## src/rtl/traceScanPkg.sv

```systemverilog
package traceScanPkg;
  // Width of one memory byte / trace word
  localparam int WORD_W     = 8;
  // Width of the beam preload counters
  localparam int CNT_W      = 16;
  localparam int CNT_BYTES  = CNT_W / WORD_W;
  localparam int HDR_BYTES  = 2 * CNT_BYTES + 1;
  localparam int BIT_IDX_W  = $clog2(WORD_W);
  localparam int HDR_IDX_W  = $clog2(HDR_BYTES);
  localparam int CNT_SEL_W  = (CNT_BYTES > 1) ? $clog2(CNT_BYTES) : 1;

  typedef enum logic [2:0] {
    ST_IDLE,
    ST_HDR,
    ST_FETCH,
    ST_SCAN,
    ST_DONE
  } scanState_t;

  // Strobes from control to datapath
  typedef struct packed {
    logic                 clearAll;
    logic                 hdrTake;
    logic [HDR_IDX_W-1:0] hdrIdx;
    logic                 wordTake;
    logic                 scanStep;
    logic [BIT_IDX_W-1:0] bitIdx;
  } ctrlStrobe_t;
endpackage

```

## src/rtl/traceSatCounter.sv

```systemverilog
module traceSatCounter #(
  parameter int W      = 16,
  parameter int BYTE_W = 8,
  localparam int NB    = W / BYTE_W,
  localparam int SEL_W = (NB > 1) ? $clog2(NB) : 1
) (
  input  logic              clk,
  input  logic              rstN,
  input  logic              clear,
  input  logic              byteWr,
  input  logic [SEL_W-1:0]  byteSel,
  input  logic [BYTE_W-1:0] byteData,
  input  logic              step,
  output logic              hitsMax
);
  localparam logic [W-1:0] ALL_ONES = '1;

  logic [W-1:0] value;

  always_ff @(posedge clk) begin
    if (!rstN) begin
      value <= '0;
    end else if (clear) begin
      value <= '0;
    end else if (byteWr) begin
      value[int'(byteSel)*BYTE_W +: BYTE_W] <= byteData;
    end else if (step && (value != ALL_ONES)) begin
      value <= value + W'(1);
    end
  end

  // True on a step whose result is all ones
  assign hitsMax = step && ((value == ALL_ONES) || (value == ALL_ONES - W'(1)));

  assert_sat_hold_R7: assert property (@(posedge clk) disable iff (!rstN)
    (value == ALL_ONES) && !clear && !byteWr |=> (value == ALL_ONES));
endmodule

```

## src/rtl/traceCtrl.sv

```systemverilog
module traceCtrl
  import traceScanPkg::*;
(
  input  logic        clk,
  input  logic        rstN,
  input  logic        start,
  input  logic        dmaGrant,
  input  logic        offNow,
  output ctrlStrobe_t strobe,
  output logic        dmaReq,
  output logic        done
);
  scanState_t           state;
  logic [HDR_IDX_W-1:0] hdrIdx;
  logic [BIT_IDX_W-1:0] bitIdx;

  always_comb begin
    strobe          = '0;
    strobe.hdrIdx   = hdrIdx;
    strobe.bitIdx   = bitIdx;
    strobe.clearAll = (state == ST_IDLE) && start;
    strobe.hdrTake  = (state == ST_HDR) && dmaGrant;
    strobe.wordTake = (state == ST_FETCH) && dmaGrant;
    strobe.scanStep = (state == ST_SCAN) && dmaGrant;
  end

  assign dmaReq = (state == ST_HDR) || (state == ST_FETCH);
  assign done   = (state == ST_DONE);

  always_ff @(posedge clk) begin
    if (!rstN) begin
      state  <= ST_IDLE;
      hdrIdx <= '0;
      bitIdx <= '0;
    end else begin
      case (state)
        ST_IDLE: if (start) begin
          state  <= ST_HDR;
          hdrIdx <= '0;
        end
        ST_HDR: if (dmaGrant) begin
          if (hdrIdx == HDR_IDX_W'(HDR_BYTES - 1)) state <= ST_FETCH;
          else hdrIdx <= hdrIdx + HDR_IDX_W'(1);
        end
        ST_FETCH: if (dmaGrant) begin
          state  <= ST_SCAN;
          bitIdx <= '0;
        end
        ST_SCAN: if (dmaGrant) begin
          if (bitIdx == BIT_IDX_W'(WORD_W - 1)) state <= offNow ? ST_DONE : ST_FETCH;
          else bitIdx <= bitIdx + BIT_IDX_W'(1);
        end
        ST_DONE: state <= ST_IDLE;
        default: state <= ST_IDLE;
      endcase
    end
  end

  assert_stall_freeze_R9: assert property (@(posedge clk) disable iff (!rstN)
    !dmaGrant && ((state == ST_HDR) || (state == ST_FETCH) || (state == ST_SCAN))
    |=> $stable(state) && $stable(bitIdx) && $stable(hdrIdx));

  assert_done_pulse_R8: assert property (@(posedge clk) disable iff (!rstN)
    done |=> !done);

  assert_scan_no_req_R4: assert property (@(posedge clk) disable iff (!rstN)
    strobe.scanStep |-> !dmaReq);
endmodule

```

## src/rtl/traceDatapath.sv

```systemverilog
module traceDatapath
  import traceScanPkg::*;
#(
  parameter int ADDR_W = 12,
  parameter int X_W    = 10
) (
  input  logic              clk,
  input  logic              rstN,
  input  ctrlStrobe_t       strobe,
  input  logic [ADDR_W-1:0] startAddr,
  input  logic [WORD_W-1:0] dmaData,
  output logic [ADDR_W-1:0] dmaAddr,
  output logic [X_W-1:0]    xCount,
  output logic              yBit,
  output logic              zOn,
  output logic              offNow
);
  localparam int N_CNT = 2;   // 0: beam-on preload, 1: beam-off preload

  logic [WORD_W-1:0]    wordReg;
  logic [BIT_IDX_W-1:0] startBit;
  logic                 sweepOn;
  logic                 offLatched;
  logic                 cntWr  [N_CNT];
  logic [CNT_SEL_W-1:0] cntSel [N_CNT];
  logic                 cntHit [N_CNT];
  logic                 curBit;
  logic                 showBit;
  logic                 sbWr;

  // Header byte routing
  for (genvar g = 0; g < N_CNT; g++) begin : gCnt
    assign cntWr[g]  = strobe.hdrTake &&
                       (int'(strobe.hdrIdx) >= g * CNT_BYTES) &&
                       (int'(strobe.hdrIdx) < (g + 1) * CNT_BYTES);
    assign cntSel[g] = CNT_SEL_W'(int'(strobe.hdrIdx) - g * CNT_BYTES);

    traceSatCounter #(.W(CNT_W), .BYTE_W(WORD_W)) u_cnt (
      .clk      (clk),
      .rstN     (rstN),
      .clear    (strobe.clearAll),
      .byteWr   (cntWr[g]),
      .byteSel  (cntSel[g]),
      .byteData (dmaData),
      .step     (strobe.scanStep),
      .hitsMax  (cntHit[g])
    );
  end

  assign sbWr    = strobe.hdrTake && (int'(strobe.hdrIdx) == 2 * CNT_BYTES);
  assign curBit  = wordReg[strobe.bitIdx];
  assign showBit = sweepOn || (strobe.bitIdx == startBit);
  assign offNow  = offLatched || cntHit[1];

  always_ff @(posedge clk) begin
    if (!rstN) begin
      dmaAddr <= '0;
    end else if (strobe.clearAll) begin
      dmaAddr <= startAddr;
    end else if (strobe.hdrTake || strobe.wordTake) begin
      dmaAddr <= dmaAddr + ADDR_W'(1);
    end
  end

  always_ff @(posedge clk) begin
    if (!rstN) begin
      wordReg  <= '0;
      startBit <= '0;
    end else if (strobe.clearAll) begin
      wordReg  <= '0;
      startBit <= '0;
    end else begin
      if (sbWr)            startBit <= dmaData[BIT_IDX_W-1:0];
      if (strobe.wordTake) wordReg  <= dmaData;
    end
  end

  always_ff @(posedge clk) begin
    if (!rstN) begin
      xCount     <= '0;
      yBit       <= 1'b0;
      zOn        <= 1'b0;
      sweepOn    <= 1'b0;
      offLatched <= 1'b0;
    end else if (strobe.clearAll) begin
      xCount     <= '0;
      yBit       <= 1'b0;
      zOn        <= 1'b0;
      sweepOn    <= 1'b0;
      offLatched <= 1'b0;
    end else if (strobe.scanStep) begin
      yBit <= curBit;
      if (showBit) begin
        sweepOn <= 1'b1;
        xCount  <= xCount + X_W'(1);
      end
      if (offNow) begin
        zOn        <= 1'b0;
        offLatched <= 1'b1;
      end else if (cntHit[0]) begin
        zOn <= 1'b1;
      end
    end
  end

  assert_beam_on_gate_R7: assert property (@(posedge clk) disable iff (!rstN)
    $rose(zOn) |-> $past(cntHit[0]));

  assert_beam_off_gate_R7: assert property (@(posedge clk) disable iff (!rstN)
    $fell(zOn) |-> $past(cntHit[1] || strobe.clearAll));

  assert_x_single_step_R6: assert property (@(posedge clk) disable iff (!rstN)
    !strobe.clearAll |=> (xCount == $past(xCount)) || (xCount == $past(xCount) + X_W'(1)));
endmodule

```

## src/rtl/traceScanDisplay.sv

```systemverilog
module traceScanDisplay
  import traceScanPkg::*;
#(
  parameter int ADDR_W = 12,
  parameter int X_W    = 10
) (
  input  logic              clk,
  input  logic              rstN,
  input  logic              start,
  input  logic [ADDR_W-1:0] startAddr,
  input  logic              dmaGrant,
  input  logic [WORD_W-1:0] dmaData,
  output logic              dmaReq,
  output logic [ADDR_W-1:0] dmaAddr,
  output logic [X_W-1:0]    xCount,
  output logic              yBit,
  output logic              zOn,
  output logic              done
);
  ctrlStrobe_t strobe;
  logic        offNow;

  traceCtrl u_ctrl (
    .clk      (clk),
    .rstN     (rstN),
    .start    (start),
    .dmaGrant (dmaGrant),
    .offNow   (offNow),
    .strobe   (strobe),
    .dmaReq   (dmaReq),
    .done     (done)
  );

  traceDatapath #(.ADDR_W(ADDR_W), .X_W(X_W)) u_dp (
    .clk       (clk),
    .rstN      (rstN),
    .strobe    (strobe),
    .startAddr (startAddr),
    .dmaData   (dmaData),
    .dmaAddr   (dmaAddr),
    .xCount    (xCount),
    .yBit      (yBit),
    .zOn       (zOn),
    .offNow    (offNow)
  );
endmodule

```

## config.mk

```make
export PLATFORM = sky130hd
export DESIGN_NAME = traceScanDisplay
export DESIGN_NICKNAME = d
export VERILOG_FILES = /design/src/rtl/traceScanPkg.sv /design/src/rtl/traceSatCounter.sv /design/src/rtl/traceCtrl.sv /design/src/rtl/traceDatapath.sv /design/src/rtl/traceScanDisplay.sv
export SDC_FILE = /design/constraint.sdc
export NUM_CORES = 1
export LEC_CHECK = 0
export BUFFER_PORTS_ARGS = -buffer_cell sky130_fd_sc_hd__clkbuf_2
export CAP_MARGIN = 20
export CORE_MARGIN = 2
export CORE_UTILIZATION = 40
export CTS_CLUSTER_DIAMETER = 50
export DETAILED_ROUTE_END_ITERATION = 8
export GPL_ROUTABILITY_DRIVEN = 0
export MAX_ROUTING_LAYER = met4
export PLACE_DENSITY = 0.57
export REMOVE_ABC_BUFFERS = 1
export SETUP_SLACK_MARGIN = 0.4
export SKIP_CTS_REPAIR_TIMING = 1
export SYNTH_ARGS = -nofsm -noshare
export SYNTH_HDL_FRONTEND = slang
export SYNTH_SLANG_ARGS = --single-unit
export TNS_END_PERCENT = 100
```

## constraint.sdc

```tcl
create_clock -name clk -period 1.73 [get_ports clk]
set_input_delay 0.173 -clock clk [delete_from_list [all_inputs] [get_ports clk]]
set_output_delay 0.173 -clock clk [all_outputs]
set_load 0.03 [all_outputs]
```

==> out/metrics.cfg <==
[clocking]
cts_tree = built
cts_root_buf = clkbuf_8
cts_max_level = 3
cts_num_sinks = 78
clock_path_buffers = 2
cts.clk_slew.worst_paths_ns = 0.08
cts_buffers = 9
insertion_delay_ns = 0.36

[sta]
slew_violations = 0
finalCriticalPeriod_ns = 1.832
timing.final.ws_setup_ns = -0.1022
finalHoldViolations = 0
whs_ns = 0.08317
finalCritPeriodShare_pct = 105.9
setup_viol = 9
fmax_ghz = 0.5458
max-slew-margin-rel_pct = 75.56
finClkSkew_ns = 0.008906
worstMarginPinSlew_ns = 0.3658
tns_ns = -0.3226
rsz0062_at_grt = yes

[worst_setup_path]
crit_chain = and4_4 > or4b_4 > or4_4 > nand3_2 > o211a_1
cp-end-kind = flip-flop
worstSetupPathType = flip-flop to flip-flop
worst-endpoint-required_ns = 2.04
critPathMaxStageDelay_ns = 0.47
slowest_stage = or4b_4
cp_top_family = simple AND/OR/NAND/NOR gates
r2r_setup_slack_ns = -0.10
cp_num_buf_inv = 0
arrival_ns = 2.14
cp_max_fo = 3
cp-start-kind = flip-flop

[finish]
n_fill_cell = 880
drive_above_1_share_pct = 49.10
antenna_cells = 0
areaGrowthSynthToFinish_pct = 59.28
final_area_sq_um = 6902
layout.nets = 749
final_core_util_pct = 64.51
finalNonFillerCells = 859

[route]
vias_per_cell = 5.716
postRouteAntennaNets = 0
drc = 0
drtIter0Drc = 230
wl_mm = 15.24
wl_per_cell_microns = 17.74
vias = 4910
dr.pass1.iters = 5

[synth]
synth.avg_cell_area_sq_um = 7.921
synthTopCellsByArea = dfxtp_1, nand2_1, xnor2_1
syn_inst = 547
syn-cell-area_sq_um = 4333
synthArstFlopShare_pct = 0
netlist.top_cell.by_area = dfxtp_1
yosys_most_used_dff = dfxtp_1
synth_top_area_share_pct = 36.04
synthDistinctLibCells = 56
ys_ff_latch = 78
synth_edf_count = 0
synth_seq_area_share_pct = 36.04
yosys_warnings = 0

[pwr]
power_frac_seq_pct = 51.1
power.leakage_nw = 2.645
vdd_ir_drop_max_mv = 0.3620
p_per_area_nw_per_um2 = 532.9
p_sw_mw = 1.103
power_mw = 3.678
power_frac_comb_pct = 15.4
p_int_mw = 2.575
pwr-share-clk_pct = 33.5
switching_share_pct = 29.98

[grt]
grt_pass1_vias = 4453
grt_pass1_wl_mm = 21.62
grt_max_degree = 25
grt_use_total_pct = 24.19
grt-ovfl-total = 0
antenna_found_initial = 0

[placed_design]
place_hpwl_mm = 9.695
place_inst = 812
placed_area_sq_um = 5441
io_buffers = 49
dpl_worst_slack_ns = -0.1624

[floorplan]
pin_count = 50
die_w_microns = 108.1
die-area_sq_um = 11680
rows = 38
core_area_sq_um = 10700
start_util_pct = 40.50
fp.dieH_microns = 108.1

[flow_run]
cap_viol_max_count = 0

[hold_path]
hold_path_class = input pin to flip-flop

[outcome]
status = finished, violations left
failed_checks = setup timing

## state kept, by name, indices dropped and copies added (netlist names)
name                   cells
u_ctrl.bitIdx              3
u_ctrl.hdrIdx              3
u_ctrl.state               3
u_dp.dmaAddr              12
u_dp.gCnt.u_cnt.value     32
u_dp.offLatched            1
u_dp.startBit              3
u_dp.sweepOn               1
u_dp.wordReg               8
u_dp.xCount               10
u_dp.yBit                  1
u_dp.zOn                   1
## cells by family after synthesis
kind of cell / Yosys count / share of synthesized area, %
mux: 6 / 1.964
xor+xnor: 31 / 6.266
simple gates: 240 / 28.24
fa+ha+maj: 10 / 2.888
compound gates: 143 / 21.11
buf+inv: 39 / 3.494
flops: 78 / 36.04
## worst paths after layout
path	start	to	cells past startpoint
setup / recovery	u_dp.gCnt[1].u_cnt.value[3]	u_dp.gCnt[1].u_cnt.value[13]	5
hold / removal	startAddr[0]	u_dp.dmaAddr[0]	3
hold reg to reg	u_dp.wordReg[1]	u_dp.wordReg[1]	2
setup reg to reg	u_dp.gCnt[1].u_cnt.value[3]	u_dp.gCnt[1].u_cnt.value[13]	5
## placed cells by master (no fill, tap or decap), types with 11 or more instances in the layout
cell	netlist	layout
nand3_1	28	20
a31oi_1	14	13
xnor2_1	23	20
buf_4	0	90
nand2_1	72	60
nor2_4	0	11
a21oi_1	39	28
nor2_1	47	32
dfxtp_1	78	48
buf_6	0	38
o21ai_0	33	23
clkbuf_2	0	47
dfxtp_2	0	25
## worst register-to-register path, stage by stage, from the launching register on
cell	delay, ns
dfxtp_1	0.42
and4_4	0.25
or4b_4	0.47
or4_4	0.43
nand3_2	0.08
o211a_1	0.13
## metal layers
| metal | GRT usage (%) | part of all wire [%] | vias up |
|---|---|---|---|
| met2 | 38.27 | 51 | 140 |
| met5 | - | 0 | - |
| met4 | 10.62 | 2.8 | 0 |
| met1 | 30.76 | 42 | 2392 |
| li1 | - | - | 2341 |
| met3 | 3.556 | 4.4 | 37 |
## power by group through the flow
stage / combinational [mW] / clock [mW] / sequential, mW
floorplan: 0.164 / 0 / 1.97
global placement: 0.418 / 0 / 1.92
detailed placement: 0.425 / 0 / 1.92
CTS: 0.428 / 1.26 / 1.87
global route: 0.606 / 1.33 / 1.89
finish: 0.566 / 1.23 / 1.88
## synth_stat cells, drive strengths merged (10+ instances only)
library cell   n
or4           11
ha            10
nor3          19
xnor2         23
a31oi         14
inv           13
dfxtp         78
a21oi         40
nor2          48
nand2         72
o22ai         11
clkbuf        22
nand4         11
o21ai         33
nand3         28
## final cells by class
| type | instances | area [sq um] | area share [%] |
|---|---|---|---|
| Clock inverter | 5 | 37.54 | 0.5439 |
| Multi-Input combinational cell | 430 | 3397 | 49.22 |
| Clock buffer | 10 | 127.6 | 1.849 |
| Inverter | 13 | 48.80 | 0.7070 |
| Sequential cell | 78 | 1612 | 23.35 |
| Tap cell | 140 | 175.2 | 2.538 |
| Timing Repair Buffer | 183 | 1504 | 21.79 |
Power figures use the tool's default switching activity.
